**src/rtl/tcs_pkg.sv**
```systemverilog
package tcs_pkg;
  localparam int PRE_W  = 7;
  localparam int CNT_W  = 8;
  localparam int SYNC_N = 2;
  localparam int TAP_W  = $clog2(PRE_W);

  // Prescaler bit whose fall marks one period of the chosen rate.
  // Divisor 2^(b+1) corresponds to bit b: code c with fine f gives b = 2c - f.
  function automatic logic [TAP_W-1:0] tap_index(input logic [2:0] code, input logic fine);
    return {code[1:0], 1'b0} - {{(TAP_W-1){1'b0}}, fine};
  endfunction

  function automatic logic is_internal(input logic [2:0] code);
    return (code[2] == 1'b0) && (code[1:0] != 2'b00);
  endfunction

  function automatic logic is_external(input logic [2:0] code);
    return (code[2] == 1'b1) && (code[1:0] != 2'b00);
  endfunction
endpackage

```
**src/rtl/tcs_prescaler.sv**
```systemverilog
module tcs_prescaler
  import tcs_pkg::*;
(
  input  logic             clk,
  input  logic             rst_n,
  output logic [PRE_W-1:0] tap_tick
);
  logic [PRE_W-1:0] pre_q;
  logic [PRE_W-1:0] pre_d1;

  always_ff @(posedge clk or negedge rst_n) begin
    if (!rst_n) begin
      pre_q  <= '0;
      pre_d1 <= '0;
    end else begin
      pre_q  <= pre_q + 1'b1;
      pre_d1 <= pre_q;
    end
  end

  for (genvar b = 0; b < PRE_W; b++) begin : g_fall
    assign tap_tick[b] = pre_d1[b] & ~pre_q[b];
  end

  // a slower tap can only fire together with every faster one
  for (genvar b = 1; b < PRE_W; b++) begin : g_nest
    p_nest_r3: assert property (@(posedge clk) disable iff (!rst_n)
      tap_tick[b] |-> tap_tick[b-1]);
  end
endmodule

```
**src/rtl/tcs_edge_sync.sv**
```systemverilog
module tcs_edge_sync
  import tcs_pkg::*;
(
  input  logic clk,
  input  logic rst_n,
  input  logic pin_async,
  output logic rise_ev,
  output logic fall_ev
);
  logic [SYNC_N:0] stage_q;

  always_ff @(posedge clk or negedge rst_n) begin
    if (!rst_n) stage_q <= '0;
    else        stage_q <= {stage_q[SYNC_N-1:0], pin_async};
  end

  assign rise_ev =  stage_q[SYNC_N-1] & ~stage_q[SYNC_N];
  assign fall_ev = ~stage_q[SYNC_N-1] &  stage_q[SYNC_N];

  // one edge of the pin yields a single-cycle event
  p_rise_single_r5: assert property (@(posedge clk) disable iff (!rst_n)
    rise_ev |=> !rise_ev);
  p_fall_single_r6: assert property (@(posedge clk) disable iff (!rst_n)
    fall_ev |=> !fall_ev);
endmodule

```
**src/rtl/tcs_src_mux.sv**
```systemverilog
module tcs_src_mux
  import tcs_pkg::*;
(
  input  logic [2:0]       src_sel,
  input  logic             fine_sel,
  input  logic [PRE_W-1:0] tap_tick,
  input  logic             rise_ev,
  input  logic             fall_ev,
  output logic             count_ev
);
  always_comb begin
    count_ev = 1'b0;
    if (is_internal(src_sel)) begin
      count_ev = tap_tick[tap_index(src_sel, fine_sel)];
    end else if (is_external(src_sel)) begin
      case (src_sel[1:0])
        2'b01:   count_ev = rise_ev;
        2'b10:   count_ev = fall_ev;
        default: count_ev = rise_ev | fall_ev;
      endcase
    end
  end
endmodule

```
**src/rtl/tmr_clksel_counter.sv**
```systemverilog
module tmr_clksel_counter
  import tcs_pkg::*;
(
  input  logic             clk,
  input  logic             rst_n,
  input  logic [2:0]       src_sel,
  input  logic             fine_sel,
  input  logic             ext_pin,
  input  logic             clr,
  output logic [CNT_W-1:0] count,
  output logic             inc_stb
);
  logic [PRE_W-1:0] tap_tick;
  logic             rise_ev;
  logic             fall_ev;
  logic             count_ev;

  tcs_prescaler u_pre (
    .clk      (clk),
    .rst_n    (rst_n),
    .tap_tick (tap_tick)
  );

  tcs_edge_sync u_sync (
    .clk       (clk),
    .rst_n     (rst_n),
    .pin_async (ext_pin),
    .rise_ev   (rise_ev),
    .fall_ev   (fall_ev)
  );

  tcs_src_mux u_mux (
    .src_sel  (src_sel),
    .fine_sel (fine_sel),
    .tap_tick (tap_tick),
    .rise_ev  (rise_ev),
    .fall_ev  (fall_ev),
    .count_ev (count_ev)
  );

  always_ff @(posedge clk or negedge rst_n) begin
    if (!rst_n) begin
      count   <= '0;
      inc_stb <= 1'b0;
    end else if (clr) begin
      count   <= '0;
      inc_stb <= 1'b0;
    end else if (count_ev) begin
      count   <= count + 1'b1;
      inc_stb <= 1'b1;
    end else begin
      inc_stb <= 1'b0;
    end
  end

  // the strobe marks exactly the cycles with a fresh increment
  p_step_r11: assert property (@(posedge clk) disable iff (!rst_n)
    inc_stb |-> count == CNT_W'($past(count) + 1'b1));
  p_hold_r11: assert property (@(posedge clk) disable iff (!rst_n)
    (!inc_stb && !$past(clr)) |-> count == $past(count));
  // clear wins over any event
  p_clear_r10: assert property (@(posedge clk) disable iff (!rst_n)
    clr |=> (count == '0 && !inc_stb));
  // stop codes never produce a strobe
  p_stop_r4: assert property (@(posedge clk) disable iff (!rst_n)
    (src_sel[1:0] == 2'b00) |=> !inc_stb);
endmodule

```
**config.mk**
```make
export PLATFORM = sky130hd
export DESIGN_NAME = tmr_clksel_counter
export DESIGN_NICKNAME = d
export VERILOG_FILES = /design/src/rtl/tcs_pkg.sv /design/src/rtl/tcs_prescaler.sv /design/src/rtl/tcs_edge_sync.sv /design/src/rtl/tcs_src_mux.sv /design/src/rtl/tmr_clksel_counter.sv
export SDC_FILE = /design/constraint.sdc
export NUM_CORES = 1
export LEC_CHECK = 0
export ABC_AREA = 1
export BUFFER_PORTS_ARGS = -buffer_cell sky130_fd_sc_hd__buf_2
export CORE_MARGIN = 2
export CORE_UTILIZATION = 55
export CTS_CLUSTER_SIZE = 16
export DETAILED_ROUTE_END_ITERATION = 8
export PLACE_DENSITY = 0.77
export RECOVER_POWER = 100
export SETUP_SLACK_MARGIN = 0.02
export SLEW_MARGIN = 5
export SYNTH_ARGS = -nofsm -noshare
export SYNTH_HDL_FRONTEND = slang
export SYNTH_SLANG_ARGS = --single-unit
```
**constraint.sdc**
```tcl
create_clock -name clk -period 1.71 [get_ports clk]
set_input_delay 0.171 -clock clk [delete_from_list [all_inputs] [get_ports clk]]
set_output_delay 0.171 -clock clk [all_outputs]
set_load 0.1 [all_outputs]
```
---- Yosys cells after proc, flatten, opt, wreduce, memory -nomap -nowiden ----
Index checks and enable logic that the tools add are counted.
cells by class
  $lt $le $gt $ge ......................... 1
  bitwise logic cells ..................... 20
  equality and inequality tests ........... 2
  multiplexer cells ....................... 9
  add/subtract/negate cells ............... 3
  reduce and logical (&&, ||, !) cells .... 4
operator list
  operator               count
  $mux W8                2
  $not A1 Y1             10
  $and A1 B1 Y1          9
  $add A8 B1 Y8 const B  1
  $add A7 B1 Y7 const B  1
  $mux W1                5
  $lt A3 B4 Y1 const B   1
  $reduce_bool A2 Y1     2
  $bmux W1 S3            1
  $sub A3 B1 Y3          1
  $eq A2 B1 Y1 const B   1
  $eq A2 B2 Y1 const B   1
  $logic_and A1 B1 Y1    2
  $pmux W1 S2            1
  $or A1 B1 Y1           1
storage, ports and cells
  input port bits ......................... 8
  word-level logic and storage cells ...... 44
  output and inout port bits .............. 9
  flip-flop bits (word level) ............. 26

---- Logic depth before layout (Yosys ltp) ----
Gate-level depths: netlist of run 1.
  word-level depth ........................ 8
  depth in mapped cells ................... 9

---- Cells and area by module ----
From an unflattened synthesis of run 1, not the netlist that was laid out.
unflattened totals
  cells, all modules ...................... 145
  area total of the unflattened synthesis .. 1257.5 um2
by module, submodules not included
  module              area an instance (um2)  instances  seq. area each (um2)  cells an instance
  tcs_prescaler       535.5                   1          350.3                 51
  tmr_clksel_counter  445.4                   1          225.2                 51
  tcs_src_mux         186.4                   1          0.0                   36
  tcs_edge_sync       90.1                    1          75.1                  7

---- Worst setup path after synthesis of run 1 ----
Ideal clock, no wire load.
  kind .................................... flip-flop to flip-flop
  from .................................... register count[1]
  to ...................................... register count[4]
  stages on the path, launching flop included .. 9
  data arrival time ....................... 1.876 ns
  setup slack ............................. -0.234 ns
  cell sequence ........................... dfrtp_1 ha_1 nand2_1 inv_1 nand2_1 xor2_1 inv_1 nand4_1 nand2_1
between the ends
  cells in the longest elaborated chain, start to end .. 3
RTL lines
  element                 line                      RTL
  from (decl)             tmr_clksel_counter.sv:10  output logic [CNT_W-1:0] count,
  from (signal assigned)  tmr_clksel_counter.sv:49  count <= count + 1'b1;
  $add A8 B1 Y8           tmr_clksel_counter.sv:49
  $mux W8                 tmr_clksel_counter.sv:48  end else if (count_ev) begin
  $mux W8                 tmr_clksel_counter.sv:45  end else if (clr) begin
Every way passes these cells. The select of a mux whose other input is x is not followed.
A chain may end at the register's enable or synchronous reset.

---- Worst setup path in the final report of run 1 ----
  from .................................... register u_sync.stage_q[1]
  to ...................................... register count[1]
between the ends
  cells in the longest elaborated chain, start to end .. 7
  elaborated cells between the ends (all ways) .. 8
  those cells by class .................... mux: 3; bitwise: 4; reduce/logical: 1
RTL lines
  element                           line                 RTL
  from (decl)                       tcs_edge_sync.sv:10  logic [SYNC_N:0] stage_q;
  from (signal assigned)            tcs_edge_sync.sv:14  else stage_q <= {stage_q[SYNC_N-1:0], pin_async};
  $not A1 Y1                        tcs_edge_sync.sv:18  assign fall_ev = ~stage_q[SYNC_N-1] & stage_q[SYNC_N];
  $and A1 B1 Y1                     tcs_edge_sync.sv:18
  $or A1 B1 Y1                      tcs_src_mux.sv:19    default: count_ev = rise_ev | fall_ev;
  $pmux W1 S2 (*)                   tcs_src_mux.sv:16    case (src_sel[1:0])
  $mux W1 (*)                       tcs_src_mux.sv:15    end else if (is_external(src_sel)) begin
  $mux W1 (*)                       tcs_src_mux.sv:13    if (is_internal(src_sel)) begin
  $reduce_bool A2 Y1 (no line) (*)  --
Every way passes the cells marked *; elsewhere a longest branch is shown, timed or not.

==> results of run 1 <==
stage by stage:
step	instances	cell area, um^2	hold slack (ns)	total power [mW]	setup WS [ns]
after CTS	180	1460	0.232	1.15	0.0947
after global routing	183	1490	0.232	1.21	0.0492
final	183	1490	0.220	1.15	0.154
after detailed placement	173	1400	0.193	0.847	0.134
after global placement	173	1400	0.188	0.840	0.184
after floorplan	130	1290	-0.125	0.796	0.0380
Yosys cell counts (all sizes together) (2+ instances only):
| master | count | area (um^2) |
|---|---|---|
| inv | 20 | 75.1 |
| nor2 | 8 | 30.0 |
| nand3 | 24 | 158 |
| nor3 | 2 | 10.0 |
| nand2 | 19 | 78.8 |
| dfrtp | 26 | 651 |
| nand4 | 9 | 56.3 |
| xnor2 | 2 | 17.5 |
| ha | 8 | 100 |
| xor2 | 8 | 70.1 |
registers in the layout (all words and copies together), names as in the netlist:
register / count
count: 8
inc_stb: 1
u_pre.pre_d1: 7
u_pre.pre_q: 7
u_sync.stage_q: 3
power by group:
group | switching [mW] | internal (mW) | total [mW]
logic | 0.153 | 0.0584 | 0.211
registers | 0.0123 | 0.628 | 0.640
clock network | 0.173 | 0.130 | 0.303
path summary, 6_finish.rpt:
check,slack [ns],cells past startpoint,from,end
worst max-delay path,0.15,8,u_sync.stage_q[1],count[1]
worst min-delay path,0.22,4,src_sel[2],count[2]
worst max register to register,0.15,8,u_sync.stage_q[1],count[1]
worst min register to register,0.38,0,u_sync.stage_q[0],u_sync.stage_q[1]
max in group asynchronous,0.88,2,rst_n,count[5]
min in group asynchronous,0.38,2,rst_n,u_pre.pre_d1[0]
logic make-up (layout without fill, tap and decap cells):
family                     count (synthesis)  count (layout)  synth area share (%)
and+or+nand+nor                           62              62                  26.0
adders and majority gates                  8               8                  7.81
xor gates and xnor gates                  10              10                  6.83
buffers and inverters                     21              46                  6.44
AOI/OAI and AO/OA                          3               3                  2.24
DFF                                       26              26                  50.7
per-layer routing:
metal,GRT usage (%),vias to the layer above
li1,-,480
met1,27.3,433
met2,29.8,17
met3,4.29,5
met4,10.3,0
met5,0,-
cell type report:
class	count	area [um^2]
clock buffer	4	36.3
inverter	20	75.1
multi-input combinational	83	549
sequential	26	658
tap	28	35.0
timing repair buffer	22	133
fill	180	726
tightest hold or removal path, delay by kind of cell:
kind	cells	cell delay, ns
compound gates	1	0.08
buf+inv	1	0.12
simple gates	2	0.15
what timing repair did:
action,in CTS,in global routing
hold buffers,3,0
gates resized for setup,0,1
endpoints found under the hold margin,28,0
endpoints found under the setup margin,0,8
setup buffers,0,3
==> run_results.csv, run 1 <==
group,metric,value,unit
critical_path,path_delay_family,"flip-flops",
sta,worst-slew-pin-transition,0.628,ns
critical_path,crit_path_max_incr_delay,0.40,ns
synth,syn_avg_cell_area,9.87,um^2
critical_path,worst_setup_path_start_kind,"flip-flop",
detailed_routing,detail_route.first_pass.iterations,4,
cells_and_area,drive_gt1_share,24.5,%
cells_and_area,mostFrequentLayoutCells,"sky130_fd_sc_hd__dfrtp_1, sky130_fd_sc_hd__inv_1, sky130_fd_sc_hd__nand3_1, sky130_fd_sc_hd__nand2_1, sky130_fd_sc_hd__clkbuf_2",
critical_path,chain_of_cells_forming_the_critical_path,"inv_1, ha_1, inv_1, o21ai_1, a21oi_4, clkbuf_4, nand4_1, nand2_1",
clocking,ctsLongestPathBuffers,2,
floorplanning,die_area,2730,um^2
synth,synth_edf_count,0,
cells_and_area,layout.nets,172,
cells_and_area,insertedDiodeCount,0,
pwr,power.ir.vdd_worst,0.468,mV
detailed_routing,drt-met1-wl,1.13,mm
detailed_routing,dr_wl_met2,1.06,mm
critical_path,path_common_cell,"sky130_fd_sc_hd__inv_1",
detailed_routing,wl_per_cell,12.6,um
floorplanning,rows,17,
synth,yosys.cell_types.count,18,
sta,skew,0.00801,ns
global_route,grt_max_degree,27,
clocking,path_clk_slew,0.14,ns
sta,timing.final.max_slew_violations,0,
critical_path,cp_num_buf_inv,3,
detailed_routing,maxUsedRoutingLayer,"met4",
place,hpwlAfterDp,1.62,mm
clocking,root_buffer,"sky130_fd_sc_hd__clkbuf_4",
synth,synthCells,130,
global_route,grt_pass1_wl,3.88,mm
critical_path,cp.arrival,1.82,ns
run,drv_cap,0,
critical_path,slowest_stage,"sky130_fd_sc_hd__dfrtp_1",
sta,final.setup.tns,0,ns
sta,layout_min_cycle_time,1.56,ns
sta,max-slew-margin-rel,58.1,%
detailed_routing,detail_route.wirelength,2.31,mm
synth,yosysWarnings,0,
synth,dominantRegCellSynth,"sky130_fd_sc_hd__dfrtp_1",
floorplanning,initial_core_util,58.0,%
pwr,cellLeakagePower,0.805,nW
clocking,clock_latency,0.32,ns
clocking,cts_max_level,1,
global_route,antenna_violations_before_repair,0,
sta,setup_viol,0,
cells_and_area,finish.utilization,67.2,%
detailed_routing,route.antenna.remaining_nets,0,
place,buffer_ports.inserted,16,
synth,synth-seq-cells,26,
cells_and_area,syn2layout_area_growth,15.9,%
global_route,gr-total-overflow,0,
clocking,cts_tree,"done",
critical_path,cp_data_required_time,1.98,ns
sta,period_share,91.0,%
detailed_routing,vias_per_cell,5.11,
synth,yosysSeqAreaShare,50.7,%
critical_path,setup.worst_path.class,"reg -> reg",
synth,asr_flop_ratio_synth,100,%
global_route,first_global_vias,836,
sta,grt_setup_unrepaired,"no",
synth,synth.net_count,146,
detailed_routing,route.met3.wl,66,um
floorplanning,die_span_x,52.3,um
clocking,number_of_buffers_created_by_cts,3,
outcome,outcome,"finished, final reports clean",
place,gpl.final_weighted_congestion,0.803,
global_route,grt_util_all_layers,20.0,%
floorplanning,dieHeight,52.3,um
pwr,pwr_density_cell,777,nW/um^2
clocking,clock_sink_count,26,
sta,final_hold_viol_count,0,
floorplanning,core,2210,um^2
detailed_routing,total_vias_in_the_final_route,935,
cells_and_area,layout.cells.most_common,"sky130_fd_sc_hd__dfrtp_1",
critical_path,worstSetupEndpointType,"flip-flop",
detailed_routing,drcViolationCount,0,
detailed_routing,drt_iter0_drc,22,
synth,syn-cell-area,1280,um^2
hold_path,min-delay-path-class,"in -> reg",
critical_path,critical_path.max_fanout,5,
sta,maxClockFrequency,643,MHz
floorplanning,ioPinCount,17,
Note: power is estimated with default switching activity, not from simulation.
==> run 2, diff against run 1 <==
Settings changed: CORE_ASPECT_RATIO set to 1.1.
==> run_results.csv, run 2 (synthesized netlist as in run 1, its figures left out) <==
group,metric,value,unit
cells_and_area,layout.cells.most_common,"sky130_fd_sc_hd__dfrtp_1",
pwr,pwr_density_cell,847,nW/um^2
clocking,number_of_buffers_created_by_cts,3,
place,hpwlAfterDp,1.68,mm
global_route,first_global_vias,994,
sta,layout_min_cycle_time,1.56,ns
detailed_routing,detail_route.first_pass.iterations,4,
pwr,switching_share,27.4,%
global_route,grt_util_all_layers,20.1,%
detailed_routing,vias_per_cell,5.08,
sta,maxClockFrequency,641,MHz
clocking,clock_sink_count,26,
clocking,cts_max_level,1,
cells_and_area,drive_gt1_share,23.5,%
critical_path,crit_path_max_incr_delay,0.40,ns
pwr,power_switching,0.348,mW
detailed_routing,total_vias_in_the_final_route,929,
pwr,share_of_power_burned_in_combinational_logic,16.6,%
cells_and_area,largest_register,"count",
cells_and_area,syn2layout_area_growth,17.2,%
cells_and_area,mostFrequentLayoutCells,"sky130_fd_sc_hd__dfrtp_1, sky130_fd_sc_hd__inv_1, sky130_fd_sc_hd__nand3_1, sky130_fd_sc_hd__nand2_1, sky130_fd_sc_hd__clkbuf_2",
pwr,intPower,0.924,mW
sta,final_hold_viol_count,0,
sta,max-slew-margin-rel,58.3,%
pwr,power.ir.vdd_worst,0.584,mV
floorplanning,initial_core_util,57.5,%
floorplanning,ioPinCount,17,
sta,grt_setup_unrepaired,"no",
floorplanning,rows,18,
floorplanning,die_area,2730,um^2
critical_path,cp.arrival,1.79,ns
hold_path,min-delay-path-class,"in -> reg",
critical_path,setup.worst_path.class,"reg -> reg",
pwr,cellLeakagePower,0.807,nW
global_route,grt_max_degree,27,
place,gpl.final_weighted_congestion,0.889,
critical_path,worst_setup_path_start_kind,"flip-flop",
critical_path,path_common_cell,"sky130_fd_sc_hd__inv_1",
pwr,power.sequential.fraction,50.3,%
run,drv_cap,0,
detailed_routing,drcViolationCount,0,
critical_path,slowest_stage,"sky130_fd_sc_hd__dfrtp_1",
sta,final.setup.tns,0,ns
floorplanning,die_span_x,50.0,um
place,buffer_ports.inserted,16,
cells_and_area,final.fill_count,180,
detailed_routing,drt_iter0_drc,11,
floorplanning,core,2230,um^2
floorplanning,dieHeight,54.6,um
sta,worst-slew-pin-transition,0.625,ns
cells_and_area,biggestRegsByFlops,"count (8), u_pre.pre_d1 (7), u_pre.pre_q (7)",
critical_path,cp_num_buf_inv,3,
global_route,antenna_violations_before_repair,0,
critical_path,critical_path.max_fanout,7,
outcome,outcome,"finished, final reports clean",
sta,skew,0.00349,ns
sta,setup_viol,0,
pwr,p_clk_share,33.0,%
clocking,clock_latency,0.32,ns
critical_path,path_delay_family,"compound AO/OA/AOI/OAI gates",
detailed_routing,route.antenna.remaining_nets,0,
critical_path,cp_data_required_time,1.94,ns
cells_and_area,layout.nets,170,
clocking,ctsLongestPathBuffers,2,
sta,period_share,91.3,%
global_route,grt_pass1_wl,4.02,mm
critical_path,worstSetupEndpointType,"flip-flop",
detailed_routing,wl_per_cell,12.5,um
clocking,cts_tree,"done",
critical_path,chain_of_cells_forming_the_critical_path,"inv_1, ha_1, inv_1, o21ai_0, a21oi_4, buf_12, nand4_1, nand2_1",
cells_and_area,finish.utilization,67.4,%
cells_and_area,largest_register_ffs,8,
detailed_routing,detail_route.wirelength,2.28,mm
sta,timing.final.max_slew_violations,0,
global_route,gr-total-overflow,0,
clocking,postCtsResizedCells,0,
cells_and_area,insertedDiodeCount,0,
clocking,path_clk_slew,0.14,ns
clocking,root_buffer,"sky130_fd_sc_hd__clkbuf_4",
==> run 2: timing repair <==
| item | 4_1_cts | 5_1_grt |
|---|---|---|
| setup endpoints to repair | 0 | 6 |
| hold buffers | 3 | 0 |
| hold endpoints to repair | 28 | 0 |
| setup buffers | 0 | 1 |
==> run 2: path summary, 6_finish.rpt <==
| path | endpoint | slack [ns] | start | cells after the start |
|---|---|---|---|---|
| min in group asynchronous | u_pre.pre_d1[3] | 0.37 | rst_n | 2 |
| max in group asynchronous | count[2] | 0.89 | rst_n | 2 |
| max reg2reg | count[7] | 0.15 | u_sync.stage_q[1] | 8 |
| min | count[1] | 0.21 | src_sel[2] | 4 |
| max | count[7] | 0.15 | u_sync.stage_q[1] | 8 |
| min reg2reg | u_sync.stage_q[1] | 0.38 | u_sync.stage_q[0] | 0 |
==> run 2: final cells by class <==
type	count	area (um^2)	share of cell area, %
well taps	30	37.5	2.50
clock inverters	1	30.0	2.00
flip-flops and latches	26	658	43.8
clock buffers	3	22.5	1.50
repair buffers	20	130	8.66
inverters	20	75.1	5.00
multi-input cells	83	549	36.6
==> run 2: power by group through the flow <==
stage	clock, mW	combinational (mW)	sequential, mW
2_1_floorplan	0	0.0821	0.713
3_3_place_gp	0	0.189	0.651
3_5_place_dp	0	0.197	0.652
4_1_cts	0.435	0.203	0.640
5_1_grt	0.460	0.231	0.643
6_report	0.420	0.212	0.640
==> run 2: metrics by stage <==
stage	std cells	cell area [um^2]	setup slack [ns]	hold WS [ns]	power (mW)
2_1_floorplan	130	1290	0.0380	-0.125	0.796
3_3_place_gp	175	1400	0.163	0.189	0.840
3_5_place_dp	175	1400	0.131	0.203	0.849
4_1_cts	182	1480	0.118	0.219	1.28
5_1_grt	183	1500	0.0211	0.239	1.33
6_report	183	1500	0.150	0.208	1.27
==> run 2: tightest hold or removal path, delay by kind of cell <==
kind            cells  cell delay, ns
simple gates        2            0.15
buf+inv             1            0.11
compound gates      1            0.08
==> run 2: routing by layer <==
layer | wire length (um) | share of wire [%] | GRT usage (%)
met1 | 1050 | 46 | 23.3
met2 | 1140 | 50 | 35.5
met3 | 58 | 2.5 | 3.83
met4 | 38 | 1.7 | 11.1
met5 | 0 | 0 | 0
